--- src/rtl/edo_ctrl_pkg.sv ---
`timescale 1ns/1ps
package edo_ctrl_pkg;

  typedef enum logic [2:0] {
    ST_IDLE,   // bus precharged, row strobe high
    ST_ROW,    // row strobe low, row address held
    ST_COL,    // column address set up, strobes high
    ST_CAS,    // column strobe(s) low
    ST_CP,     // column precharge, data still held (EDO)
    ST_OPEN,   // row open, waiting for a request
    ST_PRE,    // row precharge
    ST_REF     // bus released to the refresh logic
  } edo_state_e;

  function automatic int imax(input int a, input int b);
    return (a > b) ? a : b;
  endfunction

endpackage

--- src/rtl/edo_wait_timer.sv ---
`timescale 1ns/1ps
module edo_wait_timer #(
  parameter int W = 4
) (
  input  logic         clk,
  input  logic         rst_n,
  input  logic         load,
  input  logic [W-1:0] load_val,
  output logic         done
);
  logic [W-1:0] cnt_q;

  always_ff @(posedge clk or negedge rst_n) begin
    if (!rst_n)              cnt_q <= '0;
    else if (load)           cnt_q <= load_val;
    else if (cnt_q != '0)    cnt_q <= cnt_q - 1'b1;
  end

  assign done = (cnt_q == '0);
endmodule

--- src/rtl/edo_ras_window.sv ---
`timescale 1ns/1ps
module edo_ras_window #(
  parameter int T_MIN   = 10,
  parameter int T_CLOSE = 1000,
  parameter int W       = 16
) (
  input  logic clk,
  input  logic rst_n,
  input  logic ras_low,
  output logic min_ok,
  output logic close_due
);
  logic [W-1:0] cnt_q;

  // cnt_q holds the number of completed low cycles of the current period
  always_ff @(posedge clk or negedge rst_n) begin
    if (!rst_n)                cnt_q <= '0;
    else if (!ras_low)         cnt_q <= '0;
    else if (cnt_q != '1)      cnt_q <= cnt_q + 1'b1;
  end

  assign min_ok    = (cnt_q >= W'(T_MIN - 1));
  assign close_due = (cnt_q >= W'(T_CLOSE));
endmodule

--- src/rtl/edo_page_tracker.sv ---
`timescale 1ns/1ps
module edo_page_tracker #(
  parameter int ROW_W = 10
) (
  input  logic             clk,
  input  logic             rst_n,
  input  logic             open_set,
  input  logic [ROW_W-1:0] open_row,
  input  logic             close,
  input  logic [ROW_W-1:0] probe_row,
  output logic             hit
);
  logic             valid_q;
  logic [ROW_W-1:0] row_q;

  always_ff @(posedge clk or negedge rst_n) begin
    if (!rst_n) begin
      valid_q <= 1'b0;
      row_q   <= '0;
    end else if (open_set) begin
      valid_q <= 1'b1;
      row_q   <= open_row;
    end else if (close) begin
      valid_q <= 1'b0;
    end
  end

  assign hit = valid_q && (row_q == probe_row);
endmodule

--- src/rtl/edo_dram_ctrl.sv ---
`timescale 1ns/1ps
module edo_dram_ctrl
  import edo_ctrl_pkg::*;
#(
  parameter int PIN_W     = 10,
  parameter int DQ_W      = 16,
  parameter int T_RP      = 6,
  parameter int T_RCD     = 3,
  parameter int T_CAS     = 2,
  parameter int T_CP      = 2,
  parameter int T_HPC     = 4,
  parameter int T_CAC     = 3,
  parameter int T_AA      = 5,
  parameter int T_RAC     = 10,
  parameter int T_DH      = 2,
  parameter int T_RAS_MIN = 10,
  parameter int T_RAS_MAX = 20000
) (
  input  logic              clk,
  input  logic              rst_n,
  input  logic              req_valid,
  output logic              req_ready,
  input  logic [2*PIN_W-1:0] req_addr,
  input  logic              req_write,
  input  logic [DQ_W/8-1:0] req_be,
  input  logic [DQ_W-1:0]   req_wdata,
  output logic              rsp_valid,
  output logic [DQ_W-1:0]   rsp_rdata,
  input  logic              ref_req,
  output logic              ref_gnt,
  output logic [PIN_W-1:0]  dram_addr,
  output logic              dram_ras_n,
  output logic              dram_ucas_n,
  output logic              dram_lcas_n,
  output logic              dram_we_n,
  output logic              dram_oe_n,
  output logic [DQ_W-1:0]   dram_dq_out,
  output logic              dram_dq_oe,
  input  logic [DQ_W-1:0]   dram_dq_in
);
  localparam int ADDR_W      = 2 * PIN_W;
  localparam int LANES       = DQ_W / 8;
  localparam int CAS_RD_HIT  = imax(imax(T_CAS, T_CAC), T_AA - 1);
  localparam int CAS_RD_MISS = imax(CAS_RD_HIT, T_RAC - T_RCD - 1);
  localparam int CAS_WR      = imax(T_CAS, T_DH);
  localparam int CP_EFF      = imax(T_CP, T_HPC - 1 - CAS_WR);
  localparam int RAS_CLOSE   = T_RAS_MAX - (CAS_RD_MISS + CP_EFF + 3);
  localparam int WAIT_MAX    = imax(imax(T_RP, T_RCD), imax(CAS_RD_MISS, CP_EFF));
  localparam int WAIT_W      = $clog2(WAIT_MAX + 1);
  localparam int RAS_W       = $clog2(T_RAS_MAX + 1);

  edo_state_e state_q, state_d;

  logic [PIN_W-1:0]  row_q, col_q;
  logic              wr_q, first_q, pend_q;
  logic [LANES-1:0]  be_q, be_eff, cas_act;
  logic [DQ_W-1:0]   wd_q, lane_mask, rdata_q;
  logic              rvalid_q;
  logic              accept, timer_load, timer_done;
  logic [WAIT_W-1:0] timer_val;
  logic              ras_low, min_ok, close_due, page_hit;

  // ---------------- request acceptance ----------------
  assign be_eff = (req_be == '0) ? '1 : req_be;

  always_comb begin
    unique case (state_q)
      ST_IDLE: req_ready = !ref_req;
      ST_OPEN: req_ready = !ref_req && !close_due && min_ok;
      default: req_ready = 1'b0;
    endcase
  end

  assign accept = req_valid && req_ready;

  // ---------------- sequencing ----------------
  always_comb begin
    state_d   = state_q;
    timer_val = '0;
    unique case (state_q)
      ST_IDLE: begin
        if (ref_req) begin
          state_d = ST_REF;
        end else if (accept) begin
          state_d   = ST_ROW;
          timer_val = WAIT_W'(T_RCD - 1);
        end
      end
      ST_ROW: if (timer_done) state_d = ST_COL;
      ST_COL: begin
        state_d = ST_CAS;
        if (wr_q)         timer_val = WAIT_W'(CAS_WR - 1);
        else if (first_q) timer_val = WAIT_W'(CAS_RD_MISS - 1);
        else              timer_val = WAIT_W'(CAS_RD_HIT - 1);
      end
      ST_CAS: begin
        if (timer_done) begin
          state_d   = ST_CP;
          timer_val = WAIT_W'(CP_EFF - 1);
        end
      end
      ST_CP: if (timer_done) state_d = ST_OPEN;
      ST_OPEN: begin
        if (min_ok && (ref_req || close_due)) begin
          state_d   = ST_PRE;
          timer_val = WAIT_W'(T_RP - 1);
        end else if (accept) begin
          if (page_hit) begin
            state_d = ST_COL;
          end else begin
            state_d   = ST_PRE;
            timer_val = WAIT_W'(T_RP - 1);
          end
        end
      end
      ST_PRE: begin
        if (timer_done) begin
          if (pend_q) begin
            state_d   = ST_ROW;
            timer_val = WAIT_W'(T_RCD - 1);
          end else begin
            state_d = ST_IDLE;
          end
        end
      end
      ST_REF: if (!ref_req) state_d = ST_IDLE;
      default: state_d = ST_IDLE;
    endcase
  end

  assign timer_load = (state_d != state_q);

  edo_wait_timer #(.W(WAIT_W)) u_timer (
    .clk      (clk),
    .rst_n    (rst_n),
    .load     (timer_load),
    .load_val (timer_val),
    .done     (timer_done)
  );

  always_ff @(posedge clk or negedge rst_n) begin
    if (!rst_n) begin
      state_q  <= ST_IDLE;
      row_q    <= '0;
      col_q    <= '0;
      wr_q     <= 1'b0;
      be_q     <= '0;
      wd_q     <= '0;
      first_q  <= 1'b0;
      pend_q   <= 1'b0;
      rvalid_q <= 1'b0;
      rdata_q  <= '0;
    end else begin
      state_q <= state_d;
      if (accept) begin
        row_q <= req_addr[ADDR_W-1:PIN_W];
        col_q <= req_addr[PIN_W-1:0];
        wr_q  <= req_write;
        be_q  <= be_eff;
        wd_q  <= req_wdata;
      end
      if (state_d == ST_ROW)     first_q <= 1'b1;
      else if (state_q == ST_CP) first_q <= 1'b0;
      if (state_q == ST_OPEN && accept && !page_hit) pend_q <= 1'b1;
      else if (state_q == ST_PRE && timer_done)      pend_q <= 1'b0;
      rvalid_q <= (state_q == ST_CAS) && timer_done && !wr_q;
      if ((state_q == ST_CAS) && timer_done && !wr_q)
        rdata_q <= dram_dq_in & lane_mask;
    end
  end

  // ---------------- open row and row-strobe window ----------------
  assign ras_low = (state_q == ST_ROW) || (state_q == ST_COL) || (state_q == ST_CAS) ||
                   (state_q == ST_CP)  || (state_q == ST_OPEN);

  edo_page_tracker #(.ROW_W(PIN_W)) u_page (
    .clk       (clk),
    .rst_n     (rst_n),
    .open_set  (state_q == ST_ROW),
    .open_row  (row_q),
    .close     (!ras_low),
    .probe_row (req_addr[ADDR_W-1:PIN_W]),
    .hit       (page_hit)
  );

  edo_ras_window #(.T_MIN(T_RAS_MIN), .T_CLOSE(RAS_CLOSE), .W(RAS_W)) u_ras_win (
    .clk       (clk),
    .rst_n     (rst_n),
    .ras_low   (ras_low),
    .min_ok    (min_ok),
    .close_due (close_due)
  );

  // ---------------- byte lanes ----------------
  for (genvar g = 0; g < LANES; g++) begin : g_lane
    assign cas_act[g]           = (state_q == ST_CAS) && be_q[g];
    assign lane_mask[g*8 +: 8]  = {8{be_q[g]}};
  end

  // ---------------- DRAM pins ----------------
  assign dram_ras_n  = !ras_low;
  assign dram_addr   = ((state_q == ST_COL) || (state_q == ST_CAS) ||
                        (state_q == ST_CP)  || (state_q == ST_OPEN)) ? col_q : row_q;
  assign dram_lcas_n = !cas_act[0];
  assign dram_ucas_n = !cas_act[LANES-1];
  assign dram_we_n   = !(wr_q && ((state_q == ST_COL) || (state_q == ST_CAS)));
  assign dram_oe_n   = !(!wr_q && ((state_q == ST_CAS) || (state_q == ST_CP)));
  assign dram_dq_oe  = wr_q && ((state_q == ST_COL) || (state_q == ST_CAS));
  assign dram_dq_out = wd_q;

  assign rsp_valid = rvalid_q;
  assign rsp_rdata = rdata_q;
  assign ref_gnt   = (state_q == ST_REF);
endmodule

--- config.mk ---
export PLATFORM = sky130hd
export DESIGN_NAME = edo_dram_ctrl
export DESIGN_NICKNAME = d
export VERILOG_FILES = /design/src/rtl/edo_ctrl_pkg.sv /design/src/rtl/edo_wait_timer.sv /design/src/rtl/edo_ras_window.sv /design/src/rtl/edo_page_tracker.sv /design/src/rtl/edo_dram_ctrl.sv
export SDC_FILE = /design/constraint.sdc
export NUM_CORES = 1
export LEC_CHECK = 0
export CORE_UTILIZATION = 50
export CTS_BUF_LIST = sky130_fd_sc_hd__clkbuf_16
export DETAILED_ROUTE_END_ITERATION = 10
export MAX_ROUTING_LAYER = met4
export PLACE_DENSITY_LB_ADDON = 0.25
export SYNTH_ARGS = -nofsm -noshare
export SYNTH_HDL_FRONTEND = slang
export SYNTH_SLANG_ARGS = --single-unit
--- constraint.sdc ---
create_clock -name clk -period 3.1 [get_ports clk]
set_clock_uncertainty 0.2 [all_clocks]
set_input_delay 0.93 -clock clk [delete_from_list [all_inputs] [get_ports clk]]
set_output_delay 0.93 -clock clk [all_outputs]
set_load 0.03 [all_outputs]
==> metrics <==
status finished with violations; failing checks setup timing; Placer Congestion between 0.9 and 1; Worst-path clk slew around 0.070 ns; pre-CTS WS -0.372 ns; Post-route DRC 0; Syn Nets around 470; Yosys top cell area share about half; htree depth 3; worst min path class reg -> reg; vias per cell 5.44; # setup viols final 1; Hold Fails Final Rpt 0; largest net degree at the start of global routing 64; sequential share of power about a third; Clk Latency, worst-skew pair between 0.3 and 0.4 ns; number of global-route vias before repair ~3400; Post-synth EDFFs 0; switch share 37.9%; height of the chip 96.0 um; Max VDD drop 0.570 mV; Max-slew headroom about 43%; MaxCap Viol Count 0; # IOs 110; Synth area leader dfrtp_1; logic gate share of total power 49.2%; Arr. time, crit path just over 2 ns; final cycle utilization of the critical path 103%; via count around 3400; Die W about 96 um; Die ar. around 9000 um2; Total GRT Usage about a quarter; Syn Std Cell Area between 4000 and 5000 um2; num rows 33; Pre-antenna DRT Iters 4; Internal between 3 and 4 mW; ant diodes 0; clock sink count 90; library cells used by synthesis 48; Async SR Flop Fraction 100%; net load switching power around 2.4 mW; worst-path maximum fanout 2; Tightest Pin Transition around 0.86 ns; antenna viol nets, final 0; synthesized area per cell approximately 11 um2; fin util 72.0%; Max Root-Sink Buffers 2; TritonCTS buffer count 9; grt ovf 0; CP Launch Type flop; Leak between 2 and 3 nW; DP HPWL ~7000 um; fin worst setup slack -0.0944 ns; fmax 313 MHz; Fillers 604; final max-slew violation count 0; layout net count 584; Core ar. ~8400 um2; worst setup path category reg -> out; clock root cell clkbuf_16; layout cell share with drive strength beyond 1 roughly a fifth; first-pass GRT wire length between 15000 and 20000 um; Power Density approximately 1000 nW/um2; Top FF cell, synth dfrtp_1; RSZ-0062 raised after global routing true; area growth from synthesis to layout 36.6%; CTS tree built; Crit path required time 1.97 ns; Post-Synthesis Cells approximately 400; drt wl/cell approximately 16 um; final wirelength approximately 10000 um; FF+latch count, synth 90; Clock Power Share around a fifth; initial antenna violation count 0; setup repair bufs after CTS 0; Tmin final 3.19 ns; First DRT Iteration DRCs roughly 140; sequential element share of the synthesized area between 50 and 60%; Initial Utilization roughly 53%; Area contributors post-synth dfrtp_1 (51%), mux2_2 (9.7%), mux2_4 (6.5%); Syn. warnings 0; I/O Buffers between 100 and 150; Critical Path End Type output pin
-- metal layers --
layer  wire length [um]  track usage (%)
met4                169             8.33
met2               4940             36.7
met5                  0                -
met1               4380             31.5
met3                394             3.71
-- worst max-delay path: stages, from the launching register on --
cell,delay [ns]
dfrtp_1,0.34
inv_1,0.05
ha_2,0.18
and4b_1,0.19
a211o_1,0.28
o41a_1,0.36
o21bai_4,0.18
buf_6,0.16
-- through the flow --
step	area, um2	hold WS (ns)	setup TNS [ns]	total power [mW]	instances
after global routing	6040	0.305	-0.161	6.70	630
after CTS	6030	0.283	-0.261	6.37	630
after floorplan	4420	0.249	-0.00126	4.02	402
after detailed placement	5700	0.269	-5.37	5.21	615
final	6040	0.278	-0.0944	6.33	630
after global placement	5700	0.260	-5.08	5.12	615
-- final timing paths --
kind | from | slack, ns | cells after the start | to
max reg2reg | u_ras_win.cnt_q[1] | 0.43 | 8 | first_q
max in group asynchronous | rst_n | 1.74 | 2 | rsp_rdata[14]
min | rsp_rdata[3] | 0.28 | 2 | rsp_rdata[3]
max | u_ras_win.cnt_q[1] | -0.09 | 7 | req_ready
min reg2reg | rsp_rdata[3] | 0.28 | 2 | rsp_rdata[3]
min in group asynchronous | rst_n | 0.31 | 1 | dram_dq_out[0]
-- power groups by stage --
stage	Clock (mW)	Combinational, mW	Sequential (mW)
2_1_floorplan	0	1.79	2.23
3_3_place_gp	0	3.15	1.97
3_5_place_dp	0	3.21	2.00
4_1_cts	1.24	3.14	1.99
5_1_grt	1.28	3.35	2.06
6_report	1.22	3.12	1.99
-- cell usage in the layout (no fill, tap or decap), types with 2 or more instances in the layout --
cell,count
xnor2_1,15
o21ai_0,23
a211o_1,2
nand2b_1,2
mux2_2,38
dfrtp_1,90
dlygate4sd2_1,11
a211oi_1,3
a31oi_1,3
buf_4,21
ha_1,3
nor2b_1,4
o22ai_1,2
bufinv_16,3
nor3_1,9
clkbuf_16,9
buf_12,2
clkdlybuf4s50_1,91
and3_1,5
nand2_1,53
a41oi_1,3
mux2i_1,3
a21oi_1,13
inv_1,14
xor2_1,9
mux2_4,19
nor4_1,5
nand3_1,8
nor2_1,26
nand4_1,7
dlymetal6s2s_1,3
-- sequential cells by signal, indices dropped and copies added (netlist names) --
register and flops:
u_ras_win.cnt_q 15, dram_dq_out 16, state_q 3, be_q 2, row_q 10, rsp_rdata 16
col_q 10, u_page.row_q 10, u_timer.cnt_q 3, rsp_valid 1, pend_q 1, u_page.valid_q 1
wr_q 1, first_q 1
-- cells by family (layout without fill, tap and decap cells) --
kind of cell / Yosys count / after routing / share of synthesized area [%]
and+or+nand+nor: 123 / 123 / 12.5
DFF: 90 / 90 / 51.0
AOI/OAI and AO/OA: 65 / 65 / 10.1
muxes: 60 / 60 / 16.8
buffers and inverters: 36 / 159 / 3.74
xor gates and xnor gates: 24 / 24 / 4.76
adders and majority gates: 4 / 4 / 1.13
-- Yosys cell counts, types with 4 or more instances --
cell,count
dfrtp_1,90
nand2_1,53
mux2_2,38
nor2_1,27
o21ai_0,23
mux2_4,19
xnor2_1,15
inv_1,14
a21oi_1,13
clkbuf_1,12
nor3_1,9
xor2_1,9
nand3_1,8
nand4_1,7
and3_1,5
nor4_1,5
ha_1,4
nor2b_1,4
-- cell type report --
class                           instances  area (um2)  area share, %
Clock buffer                            9         225           3.73
Inverter                               14        52.6          0.870
Timing Repair Buffer                  130        1260           20.8
Clock inverter                          6         106           1.76
Sequential cell                        90        2250           37.3
Multi-Input combinational cell        276        2010           33.3
Tap cell                              105         131           2.18
-- timing repair --
action / 4_1_cts / 5_1_grt
pin swaps: 4 / 3
hold buffers: 0 / 0
gates cloned: 0 / 0
setup endpoints to repair: 14 / 4
resized for setup: 17 / 5
Note: power is estimated with default switching activity, not from simulation.
